File: src/rtl/hb_pkg.sv
// Shared types for the host bus bridge.
// Assumes: a single clock domain; all users import this package.
package hb_pkg;
    typedef enum logic [1:0] {
        HB_IDLE    = 2'd0,
        HB_WAITGNT = 2'd1,
        HB_XFER    = 2'd2
    } hb_state_e;
endpackage

File: src/rtl/hb_ctrl.sv
// Sequencer of the bridge: accepts an access, requests the memory,
// gates beat completion, and inserts the optional first-beat gap.
// Assumes: the grant is held for the whole burst once given.
module hb_ctrl
    import hb_pkg::*;
(
    input  logic clk,
    input  logic rst_n,
    input  logic start_n,
    input  logic gnt,
    input  logic done,
    input  logic wait_n,
    input  logic last_n,
    input  logic gap_cfg,
    output logic accept,
    output logic busy,
    output logic path_en,
    output logic beat_fire
);
    hb_state_e state_q;
    logic      first_q;
    logic      gap_q;

    // Decode the control strobes from the current state.
    always_comb begin
        accept    = (state_q == HB_IDLE) && !start_n;
        busy      = (state_q != HB_IDLE);
        path_en   = (state_q == HB_XFER);
        beat_fire = path_en && done && wait_n && !gap_q;
    end

    // State transitions between idle, waiting for grant, and transfer.
    always_ff @(posedge clk) begin
        if (!rst_n) begin
            state_q <= HB_IDLE;
        end else begin
            case (state_q)
                HB_IDLE:    if (accept) state_q <= HB_WAITGNT;
                HB_WAITGNT: if (gnt) state_q <= HB_XFER;
                HB_XFER:    if (beat_fire && !last_n) state_q <= HB_IDLE;
                default:    state_q <= HB_IDLE;
            endcase
        end
    end

    // Track the first beat and raise a one-cycle gap after it when configured.
    always_ff @(posedge clk) begin
        if (!rst_n) begin
            first_q <= 1'b0;
            gap_q   <= 1'b0;
        end else begin
            if (accept) begin
                first_q <= 1'b1;
            end else if (beat_fire) begin
                first_q <= 1'b0;
            end
            gap_q <= beat_fire && first_q && gap_cfg && last_n;
        end
    end
endmodule

File: src/rtl/hb_addr.sv
// Beat address generator: loads the start address on accept and
// advances by one data word after each completed beat.
// Assumes: byte addressing; the increment wraps at the top of the range.
module hb_addr #(
    parameter int ADDR_W = 32,
    parameter int DATA_W = 32
) (
    input  logic              clk,
    input  logic              rst_n,
    input  logic              load,
    input  logic [ADDR_W-1:0] load_addr,
    input  logic              load_wr,
    input  logic              step,
    output logic [ADDR_W-1:0] addr,
    output logic              is_wr
);
    localparam int                STEP_BYTES = DATA_W / 8;
    localparam logic [ADDR_W-1:0] STEP       = ADDR_W'(STEP_BYTES);

    // Hold the beat address and the direction of the current access.
    always_ff @(posedge clk) begin
        if (!rst_n) begin
            addr  <= '0;
            is_wr <= 1'b0;
        end else if (load) begin
            addr  <= load_addr;
            is_wr <= load_wr;
        end else if (step) begin
            addr  <= addr + STEP;
        end
    end
endmodule

File: src/rtl/hb_data.sv
// Data steering: routes memory read data to the host on read beats and
// raises the write commit on write beats.
// Assumes: the beat strobe is high only in the ready cycle.
module hb_data #(
    parameter int DATA_W = 32
) (
    input  logic              fire,
    input  logic              is_wr,
    input  logic [DATA_W-1:0] wdata_in,
    input  logic [DATA_W-1:0] rdata_in,
    output logic [DATA_W-1:0] wdata_out,
    output logic [DATA_W-1:0] rdata_out,
    output logic              we
);
    // Steer data and write strobe for the current beat.
    always_comb begin
        we        = fire && is_wr;
        wdata_out = wdata_in;
        rdata_out = (fire && !is_wr) ? rdata_in : '0;
    end
endmodule

File: src/rtl/hostbus_bridge.sv
// Top of the host bus bridge: connects a synchronous host bus to a shared
// memory through an arbitration request/grant pair.
// Assumes: the arbiter keeps the grant until the request falls.
module hostbus_bridge #(
    parameter int ADDR_W = 32,
    parameter int DATA_W = 32
) (
    input  logic              clk,
    input  logic              rst_n,
    input  logic              cfg_first_gap,
    input  logic              hst_ads_n,
    input  logic [ADDR_W-1:0] hst_addr,
    input  logic              hst_write,
    input  logic [DATA_W-1:0] hst_wdata,
    input  logic              hst_wait_n,
    input  logic              hst_last_n,
    output logic              hst_rdy_n,
    output logic [DATA_W-1:0] hst_rdata,
    output logic              arb_req,
    input  logic              arb_gnt,
    output logic              mem_en,
    output logic [ADDR_W-1:0] mem_addr,
    output logic              mem_we,
    output logic [DATA_W-1:0] mem_wdata,
    input  logic [DATA_W-1:0] mem_rdata,
    input  logic              mem_done
);
    logic accept;
    logic fire;
    logic is_wr;

    hb_ctrl u_ctrl (
        .clk       (clk),
        .rst_n     (rst_n),
        .start_n   (hst_ads_n),
        .gnt       (arb_gnt),
        .done      (mem_done),
        .wait_n    (hst_wait_n),
        .last_n    (hst_last_n),
        .gap_cfg   (cfg_first_gap),
        .accept    (accept),
        .busy      (arb_req),
        .path_en   (mem_en),
        .beat_fire (fire)
    );

    hb_addr #(.ADDR_W(ADDR_W), .DATA_W(DATA_W)) u_addr (
        .clk       (clk),
        .rst_n     (rst_n),
        .load      (accept),
        .load_addr (hst_addr),
        .load_wr   (hst_write),
        .step      (fire),
        .addr      (mem_addr),
        .is_wr     (is_wr)
    );

    hb_data #(.DATA_W(DATA_W)) u_data (
        .fire      (fire),
        .is_wr     (is_wr),
        .wdata_in  (hst_wdata),
        .rdata_in  (mem_rdata),
        .wdata_out (mem_wdata),
        .rdata_out (hst_rdata),
        .we        (mem_we)
    );

    // Ready is the inverted beat completion strobe.
    always_comb hst_rdy_n = !fire;
endmodule

File: config.mk
export PLATFORM = sky130hd
export DESIGN_NAME = hostbus_bridge
export DESIGN_NICKNAME = d
export VERILOG_FILES = /design/src/rtl/hb_pkg.sv /design/src/rtl/hb_ctrl.sv /design/src/rtl/hb_addr.sv /design/src/rtl/hb_data.sv /design/src/rtl/hostbus_bridge.sv
export SDC_FILE = /design/constraint.sdc
export NUM_CORES = 1
export LEC_CHECK = 0
export ABC_AREA = 1
export BUFFER_PORTS_ARGS = -buffer_cell sky130_fd_sc_hd__buf_2
export CORE_ASPECT_RATIO = 1.75
export CORE_MARGIN = 2
export CORE_UTILIZATION = 40
export CTS_CLUSTER_DIAMETER = 60
export DETAILED_ROUTE_END_ITERATION = 6
export PLACE_DENSITY = 0.79
export SLEW_MARGIN = 20
export SYNTH_ARGS = -nofsm -noshare
export SYNTH_HDL_FRONTEND = slang
export SYNTH_HIERARCHICAL = 1
export SYNTH_SLANG_ARGS = --single-unit
File: constraint.sdc
create_clock -name clk -period 2.85 [get_ports clk]
set_clock_uncertainty 0.15 [all_clocks]
set_input_delay 0.4275 -clock clk [delete_from_list [all_inputs] [get_ports clk]]
set_output_delay 0.4275 -clock clk [all_outputs]
set_load 0.05 [all_outputs]
==> results of run 1 <==
==> final cells by class <==
class,count,area share (%)
well taps,86,2.99
flip-flops and latches,37,20.6
repair buffers,145,20.9
multi-input cells,311,43.8
clock inverters,3,0.487
clock buffers,5,3.48
inverters,74,7.72
==> flip-flops by register name (all words and copies together), names as in the netlist <==
register / cells
u_addr/is_wr: 1
u_ctrl/first_q: 1
u_ctrl/state_q: 2
u_ctrl/gap_q: 1
u_addr/addr: 32
==> metrics by stage <==
step	utilization (%)	total power, W	hold slack, ps	setup slack (ps)
floorplan	-	0.000997	290	161
global placement	48.4	0.00101	310	448
detailed placement	48.4	0.00101	322	386
CTS	50.4	0.00156	227	323
global route	50.4	0.00162	253	104
finish	50.4	0.00155	228	336
==> cell usage after synthesis <==
master and number:
o21bai_1 2, o21ai_0 7, clkbuf_1 4, a21oi_2 1, nand4_1 1, nor2_1 66
xnor2_1 2, and2_1 2, nor2_8 2, nand2_1 101, a31oi_1 6, dfxtp_1 37
nor2_4 8, inv_2 3, ha_1 1, nand2_2 9, clkinv_1 1, nor2_2 7
or2_1 3, nand3_1 40, inv_1 70, nor3_2 1, buf_2 6, xor2_1 5
a21oi_1 23, nand3b_1 3, a22oi_1 18, buf_4 32, nand2_4 2, or2_2 1
buf_6 3
==> critical path: stages, from the launching register on <==
cell      delay, ps
dfxtp_1         340
nor2_1          150
nand2_1         110
inv_1            90
buf_4           170
inv_1           170
nand2_1         130
clkinv_1        610
nand3_1         320
a21oi_1         110
==> where the power goes <==
group | leakage (nW) | total (W) | internal (W) | switching (W)
registers | 0.304 | 0.000612 | 0.000556 | 0.0000556
logic | 1.56 | 0.000393 | 0.000126 | 0.000268
clock network | 0.0696 | 0.000543 | 0.000321 | 0.000223
total | 1.93 | 0.00155 | 0.00100 | 0.000546
==> worst min path at each step <==
| stage | end | depth (start not counted) | start | slack (ps) |
|---|---|---|---|---|
| after floorplan | u_ctrl/first_q | 2 | u_ctrl/first_q | 290 |
| after global placement | u_ctrl/gap_q | 2 | u_ctrl/first_q | 310 |
| after detailed placement | u_ctrl/gap_q | 2 | u_ctrl/first_q | 320 |
| after CTS | u_addr/addr[0] | 3 | hst_addr[0] | 230 |
| after global routing | u_addr/is_wr | 3 | hst_write | 250 |
| final | u_addr/addr[1] | 3 | hst_addr[1] | 230 |
==> per-layer routing <==
metal	global-route usage [%]	vias to the layer above	part of all wire [%]
li1	-	1640	-
met1	25.3	1480	36
met2	43.3	98	53
met3	4.97	36	6.4
met4	13.2	0	4.1
met5	0	-	0
==> cells by family after synthesis <==
logic type | Yosys count
and+or+nand+nor | 246
AOI/OAI and AO/OA | 57
buffers and inverters | 119
DFF | 37
xor gates and xnor gates | 7
adders and majority gates | 1
==> cells in the final DEF (no fill, tap or decap), drive strengths merged <==
| master | instances |
|---|---|
| xor2 | 5 |
| inv | 73 |
| o21bai | 2 |
| clkinv | 3 |
| nor2 | 83 |
| o21ai | 7 |
| nand3 | 40 |
| or2 | 4 |
| nand4 | 1 |
| ha | 1 |
| a22oi | 18 |
| nand2 | 112 |
| a21oi | 24 |
| buf | 145 |
| clkbuf | 5 |
| and2 | 2 |
| nor3 | 1 |
| a31oi | 6 |
| nand3b | 3 |
| clkinvlp | 1 |
| dfxtp | 37 |
| xnor2 | 2 |
==> reports/results.md, run 1 <==
| Item | This run | Unit |
|:---|:---|:---|
| Vias/cell | 4.92 | - |
| Total of endpoints with negative setup slack in the final report | 0 | - |
| Hold buffer count at CTS | 0 | - |
| Power per unit of standard cell area | 431 | mW/mm² |
| Buffers on Ports | 140 | - |
| Run status | complete, no violations | - |
| Adder and majority cell fraction of the synthesized area | 0.429 | % |
| Sequential standard cell area | 741 | µm² |
| Buffer type at the clock tree root | clkbuf_16 | - |
| Setup total negative slack | 0 | ps |
| Buffer count from post-CTS setup fixing | 0 | - |
| GRT Util Overall | 24.2 | % |
| Number of top-level pins | 205 | - |
| Total placed cells including tap cells | 653 | - |
| Worst min path class | in2reg | - |
| Leading area contributor after synthesis | dfxtp_1 | - |
| Start-to-end type of the worst setup path | reg2reg | - |
| Top cells by area in the synthesized netlist | dfxtp_1 25%, nand2_1 13%, inv_1 9.0% | - |
| Count of vias placed by the detailed router | 3254 | - |
| Relative max-transition margin | 48.9 | % |
| Multiplexer share of the synthesized area | 0 | % |
| Count of state elements after synthesis | 37 | - |
| Setup repair after global routing missed its margin | no | - |
| Start of the worst register-to-register path | u_ctrl/state_q[0] | - |
| Multi-input gate area in the final layout | 0.00158 | mm² |
| Row cnt | 41 | - |
| Fraction of layout instances using a drive strength above 1 | 32.5 | % |
| Count of yosys warnings during synthesis | 6 | - |
| Final critical delay including setup and external delays | 2510 | ps |
| Combinational family with the most area after synthesis | simple AND/OR/NAND/NOR gates | - |
| Netlist Area Pre-Place | 0.00291 | mm² |
| Final Slew Violations | 0 | - |
| Fraction of the mapped netlist area in compound gates | 11.9 | % |
| Peak Freq | 398 | MHz |
| Area Growth Syn to Fin | 23.4 | % |
| Depth of the most critical reg-to-reg path | 9 | - |
| Post-CTS resize count | 0 | - |
| Post-Synth XOR/XNOR Area | 2.10 | % |
| Clock network latency to the later pin of the worst-skew pair | 290 | ps |
| Layout Nets | 680 | - |
| Critical path arrival | 2500 | ps |
| Via count of the first global-routing pass | 3023 | - |
| Largest voltage drop on the vdd net | 0.480 | mV |
| Finished layout cell area | 0.00360 | mm² |
| Wirelength per Cell | 14.5 | µm |
| CP startpoint kind | flop | - |
| Share of the clock period used by the worst path after layout | 88.2 | % |
| Distinct cells, synth | 31 | - |
| Total grt overflow | 0 | - |
| Cts bufs inserted | 5 | - |
| RD Place Congestion | 0.970 | - |
| Routed Antenna Nets | 0 | - |
| Initial antenna violation count | 0 | - |
| Syn nets | 573 | - |
| Antenna Cells | 0 | - |
| Cell count after synthesis | 467 | - |
| Number of non-filler instances in the completed layout | 661 | - |
| First-pass GRT wire length | 14500 | µm |
| Simple-gate share of the synthesized area | 39.7 | % |
| Maximum level of the CTS H-tree | 2 | - |
| First DRT Iteration DRCs | 96 | - |
| Routed Wire Length | 9610 | µm |
| Remaining routing DRC violations | 0 | - |
| Yosys top cell area share | 25.4 | % |
| Fill cell total of the finished layout | 715 | - |
| Maximum buffer depth of the clock tree | 2 | - |
| Endpoint of the worst setup timing path | u_addr/addr[28] | - |
| Setup crit start | u_ctrl/state_q[0] | - |
| TritonCTS clock tree | yes | - |
| Clock edge transition at the registers on the reported setup and hold paths | 60 | ps |
| Starting utilization of the core area | 40.9 | % |
| Crit-path max FO | 25 | - |
| Die area | 0.00801 | mm² |
| Clock tree sinks | 37 | - |
| Proportion of synthesized chip area in sequential cells | 25.4 | % |
| Worst reg2reg setup slack | 340 | ps |
| Die width | 68.5 | µm |
| Final Hold Fails | 0 | - |
| Average instance area after synthesis | 6.24 | µm² |
| Half-perimeter wire length of the detailed placement result | 7690 | µm |
| Die H | 117 | µm |
| TritonRoute pass-1 iters | 4 | - |
| Worst Tran Pin Value | 761 | ps |
| Max Cap Violations | 0 | - |
| Worst Path Required | 2830 | ps |
| Endpoint of the worst register-to-register path | u_addr/addr[28] | - |
| Endpoint type of the worst setup path | flop | - |
| Leakage | 1.93 | nW |
| Placeable core region | 0.00713 | mm² |
| Pin count of the biggest net entering global routing | 33 | - |
| Post-placement cell area | 0.00345 | mm² |
Power figures use the tool's default switching activity.
==> inputs of run 2 (changes only) <==
RECOVER_POWER = 50   (was default)
==> reports/results.md, run 2 (synthesis gave the netlist of run 1 again) <==
| Item | This run | Unit | Delta |
|:---|:---|:---|:---|
| Largest register FFs | 32 | - | unchanged |
| First DRT Iteration DRCs | 125 | - | +30% |
| Leakage | 1.82 | nW | -5.9% |
| Layout Nets | 680 | - | unchanged |
| Final critical delay including setup and external delays | 2560 | ps | +51.3 ps |
| First-pass GRT wire length | 14500 | µm | unchanged |
| Initial antenna violation count | 0 | - | unchanged |
| Clock edge transition at the registers on the reported setup and hold paths | 60 | ps | about the same |
| Endpoint type of the worst setup path | primary output | - |  |
| Register bank with the most flops | u_addr/addr | - |  |
| Clock tree sinks | 37 | - | unchanged |
| Buffer count from post-CTS setup fixing | 0 | - | unchanged |
| Finished layout cell area | 0.00355 | mm² | -1.2% |
| Maximum buffer depth of the clock tree | 2 | - | unchanged |
| Commonest non-fill, non-tap cells in the layout | 111 x buf_2, 101 x nand2_1, 71 x inv_1, 67 x nor2_1, 40 x nand3_1 | - |  |
| Hold buffer count at CTS | 0 | - | unchanged |
| Antenna Cells | 0 | - | unchanged |
| Maximum level of the CTS H-tree | 2 | - | unchanged |
| Setup crit start | u_ctrl/state_q[1] | - |  |
| Core utilization of the finished layout | 49.8 | % | -0.60 points |
| Post-Route Hold Slack | 225 | ps | -3.13 ps |
| Run status | complete, no violations | - |  |
| Starting utilization of the core area | 40.9 | % | unchanged |
| Crit-path max FO | 32 | - | +28% |
| Worst Tran Pin Value | 746 | ps | -15.0 ps |
| CP startpoint kind | flop | - |  |
| Sum of buffers and inverters on the critical path | 3 | - | -1 |
| Most common cell after layout, fill and taps aside | buf_2 | - |  |
| GRT Util Overall | 24.2 | % | unchanged |
| TritonRoute pass-1 iters | 5 | - | +1 |
| CP max-delay cell | dfxtp_1 | - |  |
| TritonCTS clock tree | yes | - |  |
| Largest voltage drop on the vdd net | 0.477 | mV | -0.62% |
| Start of the worst register-to-register path | u_ctrl/state_q[0] | - |  |
| Final Slew Violations | 0 | - | unchanged |
| Source of the worst hold timing path | hst_addr[1] | - |  |
| Count of vias placed by the detailed router | 3234 | - | -0.61% |
| Total of endpoints with negative setup slack in the final report | 0 | - | unchanged |
| Start-to-end type of the worst setup path | reg2out | - |  |
| Pin count of the biggest net entering global routing | 33 | - | unchanged |
| Routed Wire Length | 9590 | µm | -0.19% |
| Largest regs | u_addr/addr x32, u_ctrl/state_q x2 | - |  |
| Die H | 117 | µm | unchanged |
| Wirelength per Cell | 14.5 | µm | -0.19% |
| Remaining routing DRC violations | 0 | - | unchanged |
| Critical path arrival | 1990 | ps | -510 ps |
| Area Growth Syn to Fin | 21.9 | % |  |
| Placeable core region | 0.00713 | mm² | unchanged |
| Post-placement cell area | 0.00345 | mm² | unchanged |
| Half-perimeter wire length of the detailed placement result | 7690 | µm | unchanged |
| Routed Antenna Nets | 0 | - | unchanged |
| Cts bufs inserted | 5 | - | unchanged |
| Buffer type at the clock tree root | clkbuf_16 | - |  |
| Die area | 0.00801 | mm² | unchanged |
| Share of the clock period used by the worst path after layout | 90.0 | % | +1.8 points |
| Max Cap Violations | 0 | - | unchanged |
| Via count of the first global-routing pass | 3023 | - | unchanged |
| Power per unit of standard cell area | 433 | mW/mm² | +0.58% |
| Cells along the critical path | inv_1, nor2_1, nand2_2, inv_1, nand2_2, nor2_1, buf_2 | - |  |
| Crit path largest cell delay | 330 | ps | -280 ps |
| Row cnt | 41 | - | unchanged |
| Relative max-transition margin | 49.9 | % | +1.0 points |
| Fraction of layout instances using a drive strength above 1 | 27.0 | % | -5.6 points |
| Buffers on Ports | 140 | - | unchanged |
| Clock network latency to the later pin of the worst-skew pair | 290 | ps | about the same |
| Worst min path class | in2reg | - |  |
| Cell family with most CP delay | simple AND/OR/NAND/NOR gates | - |  |
| Post-CTS resize count | 0 | - | unchanged |
| Vias/cell | 4.89 | - | -0.61% |
| RD Place Congestion | 0.970 | - | unchanged |
| Setup total negative slack | 0 | ps | unchanged |
| Worst Path Required | 2270 | ps | -560 ps |
| Number of top-level pins | 205 | - | unchanged |
| Die width | 68.5 | µm | unchanged |
| Total grt overflow | 0 | - | unchanged |
| Fill cell total of the finished layout | 737 | - | +3.1% |
| Peak Freq | 390 | MHz | -2.0% |
| Final Hold Fails | 0 | - | unchanged |
| Setup repair after global routing missed its margin | no | - |  |
| Tot Pwr | 0.00154 | W | -0.61% |
[run 2: cell types whose count changed in the layout (fill, tap and decap cells not counted)]
cell and delta:
nor2_1 +1, inv_2 -1, nor2_2 -1, clkbuf_1 +29
a21oi_1 +1, buf_2 -29, inv_1 +1, a21oi_2 -1
[run 2: worst min-delay path: stages]
cell	delay, ps
buf_2	80
nor2_1	40
nor2_1	90
[run 2: area by class of cell]
type	instances	area (µm²)	area share, %
Clock inverter	3	17.5	0.493
Inverter	74	278	7.82
Timing Repair Buffer	145	714	20.1
Sequential cell	37	741	20.8
Tap cell	86	108	3.03
Multi-Input combinational cell	311	1570	44.2
Clock buffer	5	125	3.52
[run 2: where the power goes]
group          total [W]  switching (W)  leakage (nW)  internal (W)
clock           0.000544       0.000223        0.0696      0.000321
sequential      0.000612      0.0000561         0.304      0.000556
combinational   0.000383       0.000266          1.44      0.000117
[run 2: worst paths after layout]
path	end	slack, ps	cells past startpoint
max	hst_rdata[2]	290	7
min	u_addr/addr[1]	230	3
max reg2reg	u_addr/addr[28]	360	9
min reg2reg	u_ctrl/gap_q	330	2
[run 2: per-stage QoR]
stage / setup slack (ps) / instances
detailed placement: 386 / 653
CTS: 323 / 661
global placement: 448 / 653
floorplan: 161 / 467
finish: 285 / 661
global route: 77.7 / 661
[run 2: per-layer routing]
layer | share of wire, % | track usage, % | up-vias | wire (µm)
li1 | - | - | 1640 | -
met1 | 35 | 25.3 | 1454 | 3380
met2 | 54 | 43.3 | 106 | 5210
met3 | 6.6 | 4.97 | 34 | 632
met4 | 3.9 | 13.2 | 0 | 371
met5 | 0 | 0 | - | 0
